`src/rtl/lcr_pkg.sv`:
```
package lcr_pkg;
  localparam int IMM_AW = 6;
  localparam int EXT_AW = 8;
  localparam int NUM_RW = 7;
  localparam int NUM_RO = 7;

  typedef enum logic [1:0] {
    OP_WRITE = 2'd0,
    OP_SET   = 2'd1,
    OP_CLEAR = 2'd2
  } wrOp_e;

  typedef struct packed {
    logic [NUM_RW-1:0] rwWr;
    wrOp_e             op;
    logic [NUM_RW-1:0] rwRd;
    logic [NUM_RO-1:0] roRd;
    logic              rdStrobe;
  } strobes_t;

  // base address of each write/set/clear triplet
  function automatic logic [IMM_AW-1:0] rwBase(input int idx);
    case (idx)
      0:       return 6'h04;
      1:       return 6'h07;
      2:       return 6'h0A;
      3:       return 6'h0D;
      4:       return 6'h10;
      5:       return 6'h16;
      default: return 6'h3D;
    endcase
  endfunction

  // address of each read-only byte
  function automatic logic [IMM_AW-1:0] roAddr(input int idx);
    case (idx)
      0:       return 6'h00;
      1:       return 6'h01;
      2:       return 6'h02;
      3:       return 6'h03;
      4:       return 6'h13;
      5:       return 6'h14;
      default: return 6'h15;
    endcase
  endfunction

  function automatic logic [7:0] rwDefault(input int idx);
    case (idx)
      0:       return 8'h41;
      2:       return 8'h06;
      3:       return 8'h1F;
      4:       return 8'h1F;
      default: return 8'h00;
    endcase
  endfunction
endpackage

```
`src/rtl/lcr_decode.sv`:
```
module lcr_decode
  import lcr_pkg::*;
(
  input  logic [EXT_AW-1:0] regAddr,
  input  logic              extSel,
  input  logic              wrEn,
  input  logic              rdEn,
  output strobes_t          strb
);
  logic              inRange;
  logic [IMM_AW-1:0] immA;
  logic [1:0]        opBits;

  assign immA    = regAddr[IMM_AW-1:0];
  assign inRange = !extSel || (regAddr[EXT_AW-1:IMM_AW] == '0);

  always_comb begin
    logic [IMM_AW-1:0] off;
    logic              hit;
    opBits = 2'd0;
    strb.rwWr = '0;
    strb.rwRd = '0;
    for (int i = 0; i < NUM_RW; i++) begin
      off = immA - rwBase(i);
      hit = inRange && (immA >= rwBase(i)) && (off < IMM_AW'(3));
      strb.rwWr[i] = wrEn && hit;
      strb.rwRd[i] = rdEn && hit;
      if (hit) opBits = off[1:0];
    end
    strb.op = wrOp_e'(opBits);
    for (int j = 0; j < NUM_RO; j++) begin
      strb.roRd[j] = rdEn && inRange && (immA == roAddr(j));
    end
    strb.rdStrobe = rdEn;
  end
endmodule

```
`src/rtl/lcr_datapath.sv`:
```
module lcr_datapath
  import lcr_pkg::*;
#(
  parameter int          DATA_W     = 8,
  parameter logic [15:0] VENDOR_ID  = 16'hA5C3,
  parameter logic [15:0] PRODUCT_ID = 16'h7E21
) (
  input  logic                           clk,
  input  logic                           rstN,
  input  strobes_t                       strb,
  input  logic [DATA_W-1:0]              wrData,
  input  logic [DATA_W-1:0]              intStatus,
  input  logic [DATA_W-1:0]              intLatch,
  input  logic [DATA_W-1:0]              dbgVal,
  output logic [NUM_RW-1:0][DATA_W-1:0]  rwQ,
  output logic [DATA_W-1:0]              rdData
);
  logic [NUM_RO-1:0][DATA_W-1:0] roVal;
  logic [DATA_W-1:0]             rdMux;

  for (genvar g = 0; g < NUM_RW; g++) begin : gRw
    always_ff @(posedge clk or negedge rstN) begin
      if (!rstN) begin
        rwQ[g] <= DATA_W'(rwDefault(g));
      end else if (strb.rwWr[g]) begin
        case (strb.op)
          OP_SET:   rwQ[g] <= rwQ[g] | wrData;
          OP_CLEAR: rwQ[g] <= rwQ[g] & ~wrData;
          default:  rwQ[g] <= wrData;
        endcase
      end
    end
  end

  assign roVal[0] = DATA_W'(VENDOR_ID[7:0]);
  assign roVal[1] = DATA_W'(VENDOR_ID[15:8]);
  assign roVal[2] = DATA_W'(PRODUCT_ID[7:0]);
  assign roVal[3] = DATA_W'(PRODUCT_ID[15:8]);
  assign roVal[4] = intStatus;
  assign roVal[5] = intLatch;
  assign roVal[6] = dbgVal;

  always_comb begin
    rdMux = '0;
    for (int i = 0; i < NUM_RW; i++) if (strb.rwRd[i]) rdMux |= rwQ[i];
    for (int j = 0; j < NUM_RO; j++) if (strb.roRd[j]) rdMux |= roVal[j];
  end

  always_ff @(posedge clk or negedge rstN) begin
    if (!rstN)              rdData <= '0;
    else if (strb.rdStrobe) rdData <= rdMux;
  end
endmodule

```
`src/rtl/link_ctrl_regs.sv`:
```
module link_ctrl_regs
  import lcr_pkg::*;
#(
  parameter logic [15:0] VENDOR_ID  = 16'hA5C3,
  parameter logic [15:0] PRODUCT_ID = 16'h7E21
) (
  input  logic       clk,
  input  logic       rstN,
  input  logic [7:0] regAddr,
  input  logic       extSel,
  input  logic [7:0] wrData,
  input  logic       wrEn,
  input  logic       rdEn,
  input  logic [7:0] intStatus,
  input  logic [7:0] intLatch,
  input  logic [7:0] dbgVal,
  output logic [7:0] rdData,
  output logic [7:0] funcCtrl,
  output logic [7:0] ifaceCtrl,
  output logic [7:0] otgCtrl,
  output logic [7:0] riseIntEn,
  output logic [7:0] fallIntEn,
  output logic [7:0] scratchOut,
  output logic [7:0] pwrCtrl
);
  strobes_t                 strb;
  logic [NUM_RW-1:0][7:0]   rwQ;

  lcr_decode u_decode (
    .regAddr (regAddr),
    .extSel  (extSel),
    .wrEn    (wrEn),
    .rdEn    (rdEn),
    .strb    (strb)
  );

  lcr_datapath #(
    .DATA_W     (8),
    .VENDOR_ID  (VENDOR_ID),
    .PRODUCT_ID (PRODUCT_ID)
  ) u_datapath (
    .clk       (clk),
    .rstN      (rstN),
    .strb      (strb),
    .wrData    (wrData),
    .intStatus (intStatus),
    .intLatch  (intLatch),
    .dbgVal    (dbgVal),
    .rwQ       (rwQ),
    .rdData    (rdData)
  );

  assign funcCtrl   = rwQ[0];
  assign ifaceCtrl  = rwQ[1];
  assign otgCtrl    = rwQ[2];
  assign riseIntEn  = rwQ[3];
  assign fallIntEn  = rwQ[4];
  assign scratchOut = rwQ[5];
  assign pwrCtrl    = rwQ[6];
endmodule

```
`config.mk`:
```
export PLATFORM = sky130hd
export DESIGN_NAME = link_ctrl_regs
export DESIGN_NICKNAME = d
export VERILOG_FILES = /design/src/rtl/lcr_pkg.sv /design/src/rtl/lcr_decode.sv /design/src/rtl/lcr_datapath.sv /design/src/rtl/link_ctrl_regs.sv
export SDC_FILE = /design/constraint.sdc
export NUM_CORES = 1
export LEC_CHECK = 0
export ABC_AREA = 1
export BUFFER_PORTS_ARGS = -buffer_cell sky130_fd_sc_hd__buf_4
export CORE_ASPECT_RATIO = 2
export CORE_MARGIN = 2
export CORE_UTILIZATION = 42
export DETAILED_ROUTE_END_ITERATION = 6
export MAX_ROUTING_LAYER = met4
export PLACE_DENSITY = 0.66
export RECOVER_POWER = 100
export SYNTH_ARGS = -nofsm -noshare
export SYNTH_HDL_FRONTEND = slang
export SYNTH_HIERARCHICAL = 1
export SYNTH_SLANG_ARGS = --single-unit
```
`constraint.sdc`:
```
create_clock -name clk -period 1.92 [get_ports clk]
set_input_delay 0.096 -clock clk [delete_from_list [all_inputs] [get_ports clk]]
set_output_delay 0.096 -clock clk [all_outputs]
set_load 0.01 [all_outputs]
```
### Yosys cells after proc, flatten, opt, wreduce, memory -nomap -nowiden

Cells that the tools add are included.

* muxes and demuxes: 28
* div/mod/pow operators: 0
* reduce and logical (&&, ||, !) cells: 40
* bitwise gates (word level): 24
* equal/unequal tests: 8
* shift-type cells: 0
* add/subtract/negate cells: 7
* magnitude comparators: 14
* multiply operators: 0

Operators by type and width (count)
* OR 8 bit: 16
* one-hot mux 8 bit (2 select lines): 7
* two-way mux 8 bit: 12
* bitwise AND 8 bit: 7
* less-than comparator 6 x 2 -> 1 bit, second input constant: 7
* logical AND 1 bit: 36
* equality test 6 x 5 -> 1 bit, second input constant: 3
* two-way mux 2 bit: 7
* equality test 6 x 2 -> 1 bit, second input constant: 2
* >= comparator 6 x 3 -> 1 bit, second input constant: 2
* >= comparator 6 x 4 -> 1 bit, second input constant: 2
* >= comparator 6 x 5 -> 1 bit, second input constant: 2
* subtractor 6 x 3 -> 6 bit, second input constant: 2
* subtractor 6 x 4 -> 6 bit, second input constant: 2
* subtractor 6 x 5 -> 6 bit, second input constant: 2
* NOT 8 bit: 1
* two-way mux 7 bit: 1
* equality test 6 x 1 -> 1 bit, second input constant: 1
* >= comparator 6 bit, second input constant: 1
* zero test 6 bit: 1
* two-way mux 6 bit: 1
* subtractor 6 bit, second input constant: 1
* equality test 2 x 1 -> 1 bit, second input constant: 1
* equality test 2 bit, second input constant: 1
* 3 further kinds: 3

* memories kept: 0
* bits in registers: 64
* memory bits (read-only): 0
* word-level logic and storage cells: 129
* latch bits: 0
* bits in writable memories: 0
* input bits: 45

### Depth between registers and ports, before layout

Gate-level depths: netlist (run 1).

* depth in word-level cells: 28
* depth in mapped cells: 20
* mapped depth without buffers: 20

### By module

The synthesis (run 1) kept the hierarchy.

Modules (own cells, without submodules)
* lcr_datapath: times used 1, area each 3355.7 µm², cells an instance 421
* lcr_decode: times used 1, area each 740.7 µm², cells an instance 149

### Worst setup path after synthesis (run 1)

Ideal clock, no wire load.

* path kind: input to register
* start point: input regAddr[1]
* end point: register u_datapath/rwQ[13] (netlist name)
* arrival time: 2122 ps
* buffers on the path: 0
* stages on the path: 15
* library setup time: 129 ps
* setup slack: -331 ps
* path through: inv_1 -> ha_1 -> nor3_1 -> nand3_1 -> nor2_1 -> nand2_1 -> nand4_1 -> nand2_1 -> inv_1 -> inv_1 -> ha_1 -> nor2_4 -> o21ai_2 -> o21ai_4 -> a21oi_1

RTL lines
* start, declared: RTL line link_ctrl_regs.sv:9 `input logic [7:0] regAddr,`
* end signal, assigned by index: RTL line lcr_datapath.sv:24 `rwQ[g] <= DATA_W'(rwDefault(g));`
* end signal, assigned by index: RTL line lcr_datapath.sv:27 `OP_SET: rwQ[g] <= rwQ[g] | wrData;`
* end signal, assigned by index: RTL line lcr_datapath.sv:28 `OP_CLEAR: rwQ[g] <= rwQ[g] & ~wrData;`
* end, declared: RTL line lcr_datapath.sv:15 `output logic [NUM_RW-1:0][DATA_W-1:0] rwQ,`

==> impl_results.md, run 1 <==
- Run status: finished, violations left
- Failing checks: capacitance limit, slew limit, setup timing
- Syn Inst Count: 570
- TritonRoute pass-1 iters: 5
- GPL Wtd Cong: 1.03
- Post-DP HPWL: about 12 mm
- CP max-delay cell: ha_4
- Reg2reg path depth: 6
- Synthesized flop and latch total: 64
- Number of global-route vias before repair: 4703
- Max frequency: about 440 MHz
- Core Util, Final: 0.625
- Most common cell after layout, fill and taps aside: nand2_1
- CTS tree: yes
- Most frequent cells in the layout: 146 x nand2_1, 115 x buf_4, 67 x a21oi_1
- Final period demand of the worst path: 2250 ps
- Tcrit/Tclk final: 1.17
- Worst EP required: ~2100 ps
- CTS sink cnt: 64
- Fin Clk Skew: 5.93 ps
- Initial antenna violation count: 0
- Arrival @ worst endpoint: 2460 ps
- I/O pin count: 109
- Seq/Total Area, Yosys: 0.395
- Core box area: 0.00964 mm²
- Dpl cells: 834
- Synth area leader: dfrtp_1
- Wire per inst: 18.4 µm
- Via count: 4610
- GRT overflow: 0
- Distinct cells, synth: 29
- Setup_tns: -16930 ps
- Tot Pwr: ~0.0053 W
- Peak supply drop: 0.751 mV
- CTS clk-pin slew, worst paths: 60 ps
- Pwr dens: 876 mW/mm²
- Die area: 0.0106 mm²
- Ys Warns: 6
- Worst Path Max Fanout: 8
- Worst setup SP type: primary input
- Critical path's largest stage delay: 250 ps
- Pin count of the biggest net entering global routing: 65
- Worst hold path type: primary input to register
- Detailed-route wire length: 15.8 mm
- Synth Net Count: 626
- Skew-Pair Late Insertion Delay: 340 ps
- Min setup slack post-route: -329 ps
- Max-slew violations: 65
- # port buffers: approximately 110
- Vias per cell: 5.37
- Layout cells sized above 1: 0.395
- Die W: 73.8 µm
- Hold path depth: 3
- First-pass GRT wire length: ~24 mm
- Setup violators final: 56
- Filler cell count: 924
- Critical path endpoint category: register
- DP Worst Slack: -678 ps
- CTS root buf: clkbuf_16
- Unrepaired setup endpoints after global routing: yes
- Post-Syn Area per Cell: 7.19 µm²
- Die Y: 144 µm
- Non-Filler Instances: about 860
- H-tree depth: 3
- Area grow syn2layout: 47.1%
- Worst path cell trace: buf_8 > clkinvlp_4 > ha_4 > nor2_4 > nand2_1 > nand2_1 > nand2_2 > nor2_4 > nand2_4 > buf_6 > nand2_2 > nand4_1 > nand2_1 > inv_2 > inv_2 > ha_4 > nor2_4 > buf_12 > o21ai_2 > o21ai_4 > a21oi_1
- Worst slew margin: -0.0634
- Starting Density: 0.425
- Kind of critical path: primary input to register
- Antenna viol nets, final: 0
- Area contributors post-synth: dfrtp_1 31%, nand2_1 15%, a21oi_1 14%, dfstp_2 9.0%, nor2_1 5.0%
- Gr usage total: 0.316
- Clock Path Buffers: 2
- Yosys top cell area share: 0.305
- Layout Nets: 777
- Worst slew pin tran: 1600 ps
- Residual DRC count: 0
- ANT cells: 0
- Final Hold Viols: 0
- Leak: 2.88 nW
- Mapped Area: roughly 0.004 mm²
- Initial DRC count: 181
- Max-cap check violation count: 1
- TritonCTS buffer count: 9
- # rows: between 50 and 60
cell type report:
type,instances,area [µm²],share of cell area
tap,132,165,0.0274
sequential,64,1620,0.269
inverter,41,165,0.0274
clock buffer,11,253,0.0419
timing repair buffer,176,1210,0.202
clock inverter,5,55.1,0.00914
multi-input combinational,429,2550,0.424
timing repair:
| action | in CTS | in global routing |
|---|---|---|
| gates resized for setup | 46 | 63 |
| setup endpoints to repair | 62 | 64 |
| setup buffers | 6 | 5 |
| hold buffers | 1 | 0 |
| endpoints found under the hold margin | 50 | 0 |
| pin swaps | 23 | 42 |
metrics by stage:
| step | hold slack [ps] | cell area [µm²] |
|---|---|---|
| 6_report | 109 | 6030 |
| 5_1_grt | 128 | 6030 |
| 4_1_cts | 92.6 | 5980 |
| 3_5_place_dp | 232 | 5450 |
| 3_3_place_gp | 229 | 5450 |
| 2_1_floorplan | -200 | 4150 |
path summary, 6_finish.rpt:
path / from / endpoint / slack [ps]
max: regAddr[1] / u_datapath/rwQ[45]$_DFFE_PN0P_ / -330
min: wrData[4] / u_datapath/rwQ[36]$_DFFE_PN1P_ / 110
max reg2reg: u_datapath/rwQ[16]$_DFFE_PN0P_ / u_datapath/rdData[0]$_DFFE_PN0P_ / 900
min reg2reg: u_datapath/rdData[3]$_DFFE_PN0P_ / u_datapath/rdData[3]$_DFFE_PN0P_ / 550
max in group asynchronous: rstN / u_datapath/rdData[7]$_DFFE_PN0P_ / 260
min in group asynchronous: rstN / u_datapath/rwQ[19]$_DFFE_PN0P_ / 690
cells by family (layout without fill, tap and decap cells):
group	after synthesis	in the layout	synth area share
and+or+nand+nor	282	282	0.290
AOI/OAI and AO/OA	136	136	0.196
DFF	64	64	0.395
adders and majority gates	11	11	0.0336
buffers and inverters	77	233	0.0843
cells in the mapped netlist (all sizes together):
cell,n
a21oi,115
and2,1
buf,29
clkbuf,7
dfrtp,50
dfstp,14
ha,11
inv,41
nand2,172
nand3,28
nand3b,1
nand4,5
nor2,59
nor3,7
nor3b,1
o21ai,21
or2,8
sequential cells by signal (all words and copies together), names as in the netlist:
signal and flops:
u_datapath/rwQ 56, u_datapath/rdData 8
per-layer routing:
layer  GRT usage  vias up  wire [µm]
li1            -     2142          -
met1       0.324     2210       5350
met2       0.555      192       8770
met3      0.0295       66        684
met4       0.203        0        971
met5           -        -          0
where the power goes:
part           switching, W  total, W  internal (W)
Combinational      0.000951   0.00161      0.000656
Clock              0.000586   0.00165       0.00107
Sequential         0.000320   0.00202       0.00170
critical path, delay by kind of cell:
kind            cells  cell delay [ps]
compound gates      3              320
fa+ha+maj           2              470
buf+inv             6              690
simple gates       10              890
No activity file was read; power rests on OpenSTA's default activity.
==> run 2: changes to the inputs <==
Settings changed: CORE_UTILIZATION 42 to 30, PLACE_DENSITY 0.66 to not set.
Clock period 1.92 ns to 2.2 ns, I/O delays scaled along.
==> run 2 against run 1 <==
Utilization down 19 points. Combinational power down 16%. The run still ends with capacitance limit, slew limit, setup timing left. Sequential cell count is the same. Largest cell class unchanged. Critical endpoint is now u_datapath/rwQ[22]$_DFFE_PN0P_.
==> impl_results.md, run 2 (synthesized netlist as in run 1, its figures left out) <==
- Run status: finished, violations left
- Failing checks: capacitance limit, slew limit, setup timing
- Max-slew violations: 65 (unchanged)
- H-tree depth: 3 (unchanged)
- Die W: 86.6 µm (+17%)
- CTS sink cnt: 64 (unchanged)
- TritonCTS buffer count: 9 (unchanged)
- Min setup slack post-route: -64.0 ps (+265 ps)
- Gr busiest metal: met2
- Final period demand of the worst path: 2260 ps
- TritonRoute pass-1 iters: 5 (unchanged)
- Die area: 0.0147 mm² (+38%)
- Via count: 4390 (-4.8%)
- Buf/Inv on CP: 3 (-3)
- Number of global-route vias before repair: 4296 (-8.7%)
- Antenna viol nets, final: 0 (unchanged)
- First-pass GRT wire length: 23.0 mm (-5.4%)
- Peak supply drop: 0.481 mV (-36%)
- Worst path cell trace: buf_8 > clkinvlp_4 > ha_4 > nand3_2 > a21oi_2 > nand2_2 > nand2_2 > nand2_1 > nand2_1 > nand4_1 > ha_4 > nor2_4 > buf_12 > o21ai_4 > o21ai_4 > a21oi_1
- Clock Path Buffers: 2 (unchanged)
- Worst EP required: 2390 ps (+260 ps)
- Met1 GRT Util: 0.224 (-0.100)
- Area grow syn2layout: 41.7%
- Layout cells sized above 1: 0.338 (-0.0578)
- Worst slew margin: -0.0665 (-0.00315)
- Dpl cells: 844 (+1.2%)
- Final Hold Viols: 0 (unchanged)
- Non-Filler Instances: 866 (+0.93%)
- Layout Nets: 762 (-1.9%)
- ANT cells: 0 (unchanged)
- Vias per cell: 5.07 (-5.7%)
- Worst Path Max Fanout: 8 (unchanged)
- Critical path endpoint category: register
- I/O pin count: 109 (unchanged)
- Tcrit/Tclk final: 1.03
- Pwr dens: 769 mW/mm² (-12%)
- Most flop-heavy register: u_datapath/rwQ
- Setup violators final: 41 (-27%)
- Worst hold path type: primary input to register
- # port buffers: 108 (unchanged)
- Biggest regs: u_datapath/rwQ x56, u_datapath/rdData x8
- Skew-Pair Late Insertion Delay: 330 ps (about the same)
- Placed Instance Area: 0.00535 mm² (-1.8%)
- CTS root buf: clkbuf_16
- M3 GR Usage: 0.0243 (-0.00513)
- Wire per inst: 18.2 µm (-1.0%)
- Core box area: 0.0134 mm² (+39%)
- Setup_tns: -979 ps (+15950 ps)
- CTS tree: yes
- Most common cell after layout, fill and taps aside: nand2_1
- Residual DRC count: 0 (unchanged)
- Worst setup SP type: primary input
- Post-DP HPWL: 12.3 mm (+3.9%)
- Initial DRC count: 222 (+23%)
- Max-cap check violation count: 1 (unchanged)
- Max reg flops: 56 (unchanged)
- Detailed-route wire length: 15.8 mm (-0.11%)
- GRT overflow: 0 (unchanged)
- Delay-heaviest family, CP: adder cells
- Tot Pwr: 0.00446 W (-15%)
- Leak: 2.74 nW (-4.9%)
- Initial antenna violation count: 0 (unchanged)
- Gr usage total: 0.214 (-0.102)
- Starting Density: 0.307 (-0.119)
- CP max-delay cell: ha_4
- Fin Clk Skew: 5.86 ps (-0.0651 ps)
- Worst slew pin tran: 1600 ps (+4.73 ps)
- Unrepaired setup endpoints after global routing: yes
- Die Y: 169 µm (+18%)
- GPL Wtd Cong: 0.887 (-13%)
- Design area: 0.00580 mm² (-3.7%)
- Kind of critical path: primary input to register
- Arrival @ worst endpoint: 2450 ps (about the same)
- CTS clk-pin slew, worst paths: 50 ps (about the same)
- Critical path's largest stage delay: 370 ps (+120 ps)
- Met2 Track Usage GR: 0.381 (-0.174)
- # rows: 60 (+18%)
- Max frequency: 442 MHz
- Pin count of the biggest net entering global routing: 65 (unchanged)
- Most frequent cells in the layout: 160 x nand2_1, 102 x buf_4, 73 x a21oi_1
## run 2: cell types whose count changed in the layout (fill, tap and decap cells not counted), sizes merged
cell    change
bufinv      -1
buf        -15
inv         -1
clkinv      -1
clkbuf      +3
## run 2: worst paths after layout
path	end	from	cells after the start	slack, ps
max	u_datapath/rwQ[22]$_DFFE_PN0P_	regAddr[1]	16	-60
min	u_datapath/rwQ[18]$_DFFE_PN1P_	wrData[2]	3	130
max reg2reg	u_datapath/rdData[3]$_DFFE_PN0P_	u_datapath/rwQ[19]$_DFFE_PN0P_	6	1180
min reg2reg	u_datapath/rdData[7]$_DFFE_PN0P_	u_datapath/rdData[7]$_DFFE_PN0P_	3	550
max in group asynchronous	u_datapath/rwQ[46]$_DFFE_PN0P_	rstN	2	500
min in group asynchronous	u_datapath/rwQ[10]$_DFFE_PN0P_	rstN	2	730
## run 2: repair_timing
item | CTS | global route
endpoints found under the hold margin | 50 | 0
pin swaps | 4 | 14
endpoints found under the setup margin | 56 | 56
hold buffers | 1 | 0
buffers inserted | 3 | 3
gates resized for setup | 10 | 68
## run 2: power breakdown
group	switching (W)	total [W]	internal, W	leakage, nW
clock network	0.000505	0.00136	0.000853	0.139
logic	0.000795	0.00135	0.000550	1.82
registers	0.000291	0.00176	0.00147	0.785
total	0.00159	0.00446	0.00287	2.74
## run 2: through the flow
stage / setup slack, ps / utilization / hold WS, ps
floorplan: 2.22 / - / -186
global placement: -386 / 0.400 / 240
detailed placement: -413 / 0.400 / 248
CTS: 8.98 / 0.426 / 108
global route: -231 / 0.434 / 139
finish: -64.0 / 0.434 / 135
## run 2: worst register-to-register path: cells and delay by family (launching register included)
| family | cells | cell delay (ps) |
|---|---|---|
| buf+inv | 1 | 30 |
| flops | 1 | 400 |
| simple gates | 5 | 480 |
## run 2: per-layer routing
| layer | part of all wire | up-vias | wire length [µm] |
|---|---|---|---|
| li1 | - | 2110 | - |
| met3 | 0.041 | 40 | 645 |
| met4 | 0.038 | 0 | 595 |
| met2 | 0.55 | 159 | 8700 |
| met1 | 0.37 | 2081 | 5820 |
| met5 | 0 | - | 0 |
## run 2: final cells by class
type | instances | area (µm²)
repair buffers | 161 | 1090
fillers | 1411 | 7560
clock inverters | 2 | 12.5
multi-input cells | 429 | 2450
clock buffers | 14 | 274
well taps | 155 | 194
inverters | 41 | 169
flip-flops and latches | 64 | 1620
==> run 3: changes to the inputs <==
Settings changed: SYNTH_HIERARCHICAL 1 to not set.
==> run 3 against run 2 <==
The run still ends with capacitance limit, slew limit, setup timing left. Utilization is 4.6 points higher. Clock-buffer cell count is 3 lower. Critical path type unchanged. Hold slack worse by 81 ps. Highest routed layer unchanged. Synthesized cell count is 0.18% higher. Critical endpoint is now u_datapath.rwQ[9]$_DFFE_PN0P_.
==> impl_results.md, run 3 <==
- Run status: finished, violations left
- Failing checks: capacitance limit, slew limit, setup timing
- Clock Path Buffers: 2 (unchanged)
- Worst slew pin tran: 1620 ps (+20.1 ps)
- Multi-input logic area: 0.00269 mm² (+9.6%)
- Via count: 4827 (+10%)
- Leak: 3.02 nW (+10%)
- CTS sink cnt: 64 (unchanged)
- Final period demand of the worst path: 2340 ps (+76.6 ps)
- Setup_tns: -3360 ps (-2380 ps)
- Worst slew margin: -0.0800 (-0.0134)
- Most frequent cells in the layout: 120 x buf_4, 110 x nand2_1, 93 x nor2_1
- Yosys top cell area share: 0.302 (-0.00296)
- # rows: 60 (unchanged)
- Synth area leader: dfrtp_1
- CTS root buf: clkbuf_16
- Worst Path Max Fanout: 7 (-1)
- GPL Wtd Cong: 0.882 (-0.50%)
- Starting Density: 0.308 (+0.00127)
- Mapped Area: 0.00414 mm² (+0.98%)
- Worst setup SP type: primary input
- Max-slew violations: 65 (unchanged)
- TritonRoute pass-1 iters: 4 (-1)
- Simple-Gate Fraction of Synth Area: 0.311 (+0.0205)
- Hold path depth: 3 (unchanged)
- Die Y: 170 µm (+0.48%)
- Wire per inst: 19.4 µm (+6.7%)
- Worst path cell trace: buf_8 > clkinvlp_4 > ha_4 > inv_2 > nand2_1 > nor2_1 > nand3_1 > nor2_2 > buf_4 > nand2_4 > o21ai_2 > nand2_1 > nand2_2 > a21oi_4 > ha_4 > buf_6 > buf_12 > buf_6 > a21oi_4 > a21oi_4 > a2bb2oi_2
- Area grow syn2layout: 56.0%
- Pin count of the biggest net entering global routing: 65 (unchanged)
- CTS tree: yes
- Die area: 0.0148 mm² (+0.95%)
- Peak supply drop: 0.371 mV (-23%)
- DP Worst Slack: -528 ps (-115 ps)
- I/O pin count: 109 (unchanged)
- Adder-cell share of the synthesized area: 0.0302 (-0.00335)
- Residual DRC count: 0 (unchanged)
- Reg-to-reg endpoint: u_datapath.rdData[4]$_DFFE_PN0P_
- Unrepaired setup endpoints after global routing: yes
- Layout cells sized above 1: 0.362 (+0.0247)
- Post-DP HPWL: 13.7 mm (+12%)
- CTS clk-pin slew, worst paths: 60 ps (about the same)
- Post-synthesis mux area share: 0 (unchanged)
- Layout Nets: 812 (+6.6%)
- GRT overflow: 0 (unchanged)
- Vias per cell: 5.26 (+3.8%)
- # port buffers: 108 (unchanged)
- Tcrit/Tclk final: 1.06 (+0.0348)
- R2r startpoint: u_datapath.rwQ[4]$_DFFE_PN0P_
- Filler cell count: 1349 (-4.4%)
- Syn Inst Count: 571 (+0.18%)
- Reg2reg path depth: 6 (unchanged)
- Antenna viol nets, final: 0 (unchanged)
- Min setup slack post-route: -141 ps (-76.6 ps)
- Post-Syn Area per Cell: 7.24 µm² (+0.80%)
- Seq/Total Area, Yosys: 0.391 (-0.00383)
- H-tree depth: 3 (unchanged)
- Detailed-route wire length: 17.8 mm (+13%)
- R2R Setup Slk: 930 ps (-250 ps)
- Main synth FF type: dfrtp_1
- Ys Warns: 0 (-6)
- Count leader, synth: nand2_1
- Initial DRC count: 247 (+11%)
- TritonCTS buffer count: 9 (unchanged)
- Sequential cell area: 0.00162 mm² (unchanged)
- Design area: 0.00645 mm² (+11%)
- Fin Clk Skew: 4.95 ps (-0.916 ps)
- Final Hold Viols: 0 (unchanged)
- Setup violators final: 48 (+17%)
- Most used cell, CP: a21oi_4
- Largest family of logic cells by synthesized area: simple AND/OR/NAND/NOR gates
- Initial antenna violation count: 0 (unchanged)
- Biggest regs: u_datapath.rwQ x56, u_datapath.rdData x8
- First-pass GRT wire length: 26.9 mm (+17%)
- Critical path endpoint category: register
- ANT cells: 0 (unchanged)
- Worst hold path type: primary input to register
- EDFF count, synth: 0 (unchanged)
- Critical Path Start: regAddr[0]
- Most common cell after layout, fill and taps aside: buf_4
- Synthesized flop and latch total: 64 (unchanged)
- Die W: 87.0 µm (+0.47%)
- Kind of critical path: primary input to register
- Pwr dens: 753 mW/mm² (-2.0%)
- Distinct cells, synth: 34 (+17%)
- Most flop-heavy register: u_datapath.rwQ
- Arrival @ worst endpoint: 2540 ps (+90 ps)
- Compound-Gate Fraction of Synth Area: 0.181 (-0.0149)
- Area contributors post-synth: dfrtp_1 30%, nand2_1 11%, dfstp_2 8.9%, nor2_1 8.9%, a21oi_1 6.8%
- CP max-delay cell: ha_4
- Max reg flops: 56 (unchanged)
- Max-cap check violation count: 1 (unchanged)
- Xor and xnor area share after synthesis: 0 (unchanged)
- HP Start: wrData[1]
- Post-synthesis async set-or-reset flop share: 1.00 (unchanged)
- Skew-Pair Late Insertion Delay: 330 ps (about the same)
- Critical path's largest stage delay: 290 ps (-80 ps)
- Number of global-route vias before repair: 4929 (+15%)
- Endpoint, Worst Hold: u_datapath.rwQ[17]$_DFFE_PN1P_
- Placed Instance Area: 0.00569 mm² (+6.4%)
- Synth Net Count: 626 (unchanged)
- Synth cell count leaders: 119 x nand2_1, 98 x nor2_1, 60 x inv_1, 56 x a21oi_1, 50 x dfrtp_1
- Hold WS: 53.9 ps (-80.7 ps)
- Core box area: 0.0134 mm² (+0.56%)
- Max frequency: 427 MHz (-3.3%)
- Worst EP required: 2400 ps (about the same)
- Gr usage total: 0.248 (+0.0342)
run 3: cell count changes after synthesis, moves of 9 or more:
cell       before  now
a21oi_1       115   56
nand2_1       168  119
nor2_1         55   98
inv_1          32   60
a2bb2oi_1       0   27
buf_2          27    1
nand3_1        27   44
o21ai_0         3   18
o21ai_2         9    0
run 3: what timing repair did:
action	4_1_cts	5_1_grt
gates resized for setup	64	52
endpoints found under the hold margin	50	0
setup buffers	11	5
hold buffers	1	0
endpoints found under the setup margin	56	56
pin swaps	22	37
cloned	2	0
run 3: final cells by class:
cell class / instances / area share
clock buffers: 11 / 0.0376
clock inverters: 5 / 0.0124
inverters: 70 / 0.0452
multi-input cells: 424 / 0.416
flip-flops and latches: 64 / 0.251
well taps: 155 / 0.0301
repair buffers: 188 / 0.208
run 3: worst max-delay path by stage:
stage                                     endpoint  slack (ps)
floorplan           u_datapath.rwQ[31]$_DFFE_PN0P_        -200
global placement    u_datapath.rwQ[31]$_DFFE_PN0P_        -520
detailed placement  u_datapath.rwQ[49]$_DFFE_PN0P_        -530
CTS                  u_datapath.rwQ[1]$_DFFE_PN0P_        -110
global route         u_datapath.rwQ[9]$_DFFE_PN0P_        -240
finish               u_datapath.rwQ[9]$_DFFE_PN0P_        -140
run 3: power by group:
part           internal [W]  switching (W)  total [W]
Clock               0.00102       0.000529    0.00155
Combinational      0.000701       0.000841    0.00154
Sequential          0.00148       0.000292    0.00177
Total               0.00320        0.00166    0.00486
run 3: metal layers:
layer  wire length [µm]  part of all wire  GRT usage
met5                  0                 0          -
met3                767             0.043     0.0267
met1               6120              0.34      0.252
met2               9880              0.55      0.451
met4               1040             0.058      0.135
run 3: per-stage QoR:
stage | cells | power, W | utilization
after floorplan | 571 | 0.00236 | -
after global placement | 884 | 0.00319 | 0.423
after detailed placement | 884 | 0.00320 | 0.423
after CTS | 914 | 0.00496 | 0.480
after global routing | 917 | 0.00505 | 0.480
final | 917 | 0.00486 | 0.480
run 3: kinds of logic (layout without fill, tap and decap cells):
family | after synthesis | after routing
buffers and inverters | 83 | 274
and+or+nand+nor | 295 | 295
adders and majority gates | 10 | 10
DFF | 64 | 64
AOI/OAI and AO/OA | 119 | 119
run 3: worst max-delay path: cells and delay by family:
kind,cells,cell delay [ps]
buffers and inverters,7,750
and+or+nand+nor,7,620
AOI/OAI and AO/OA,5,550
adders and majority gates,2,510
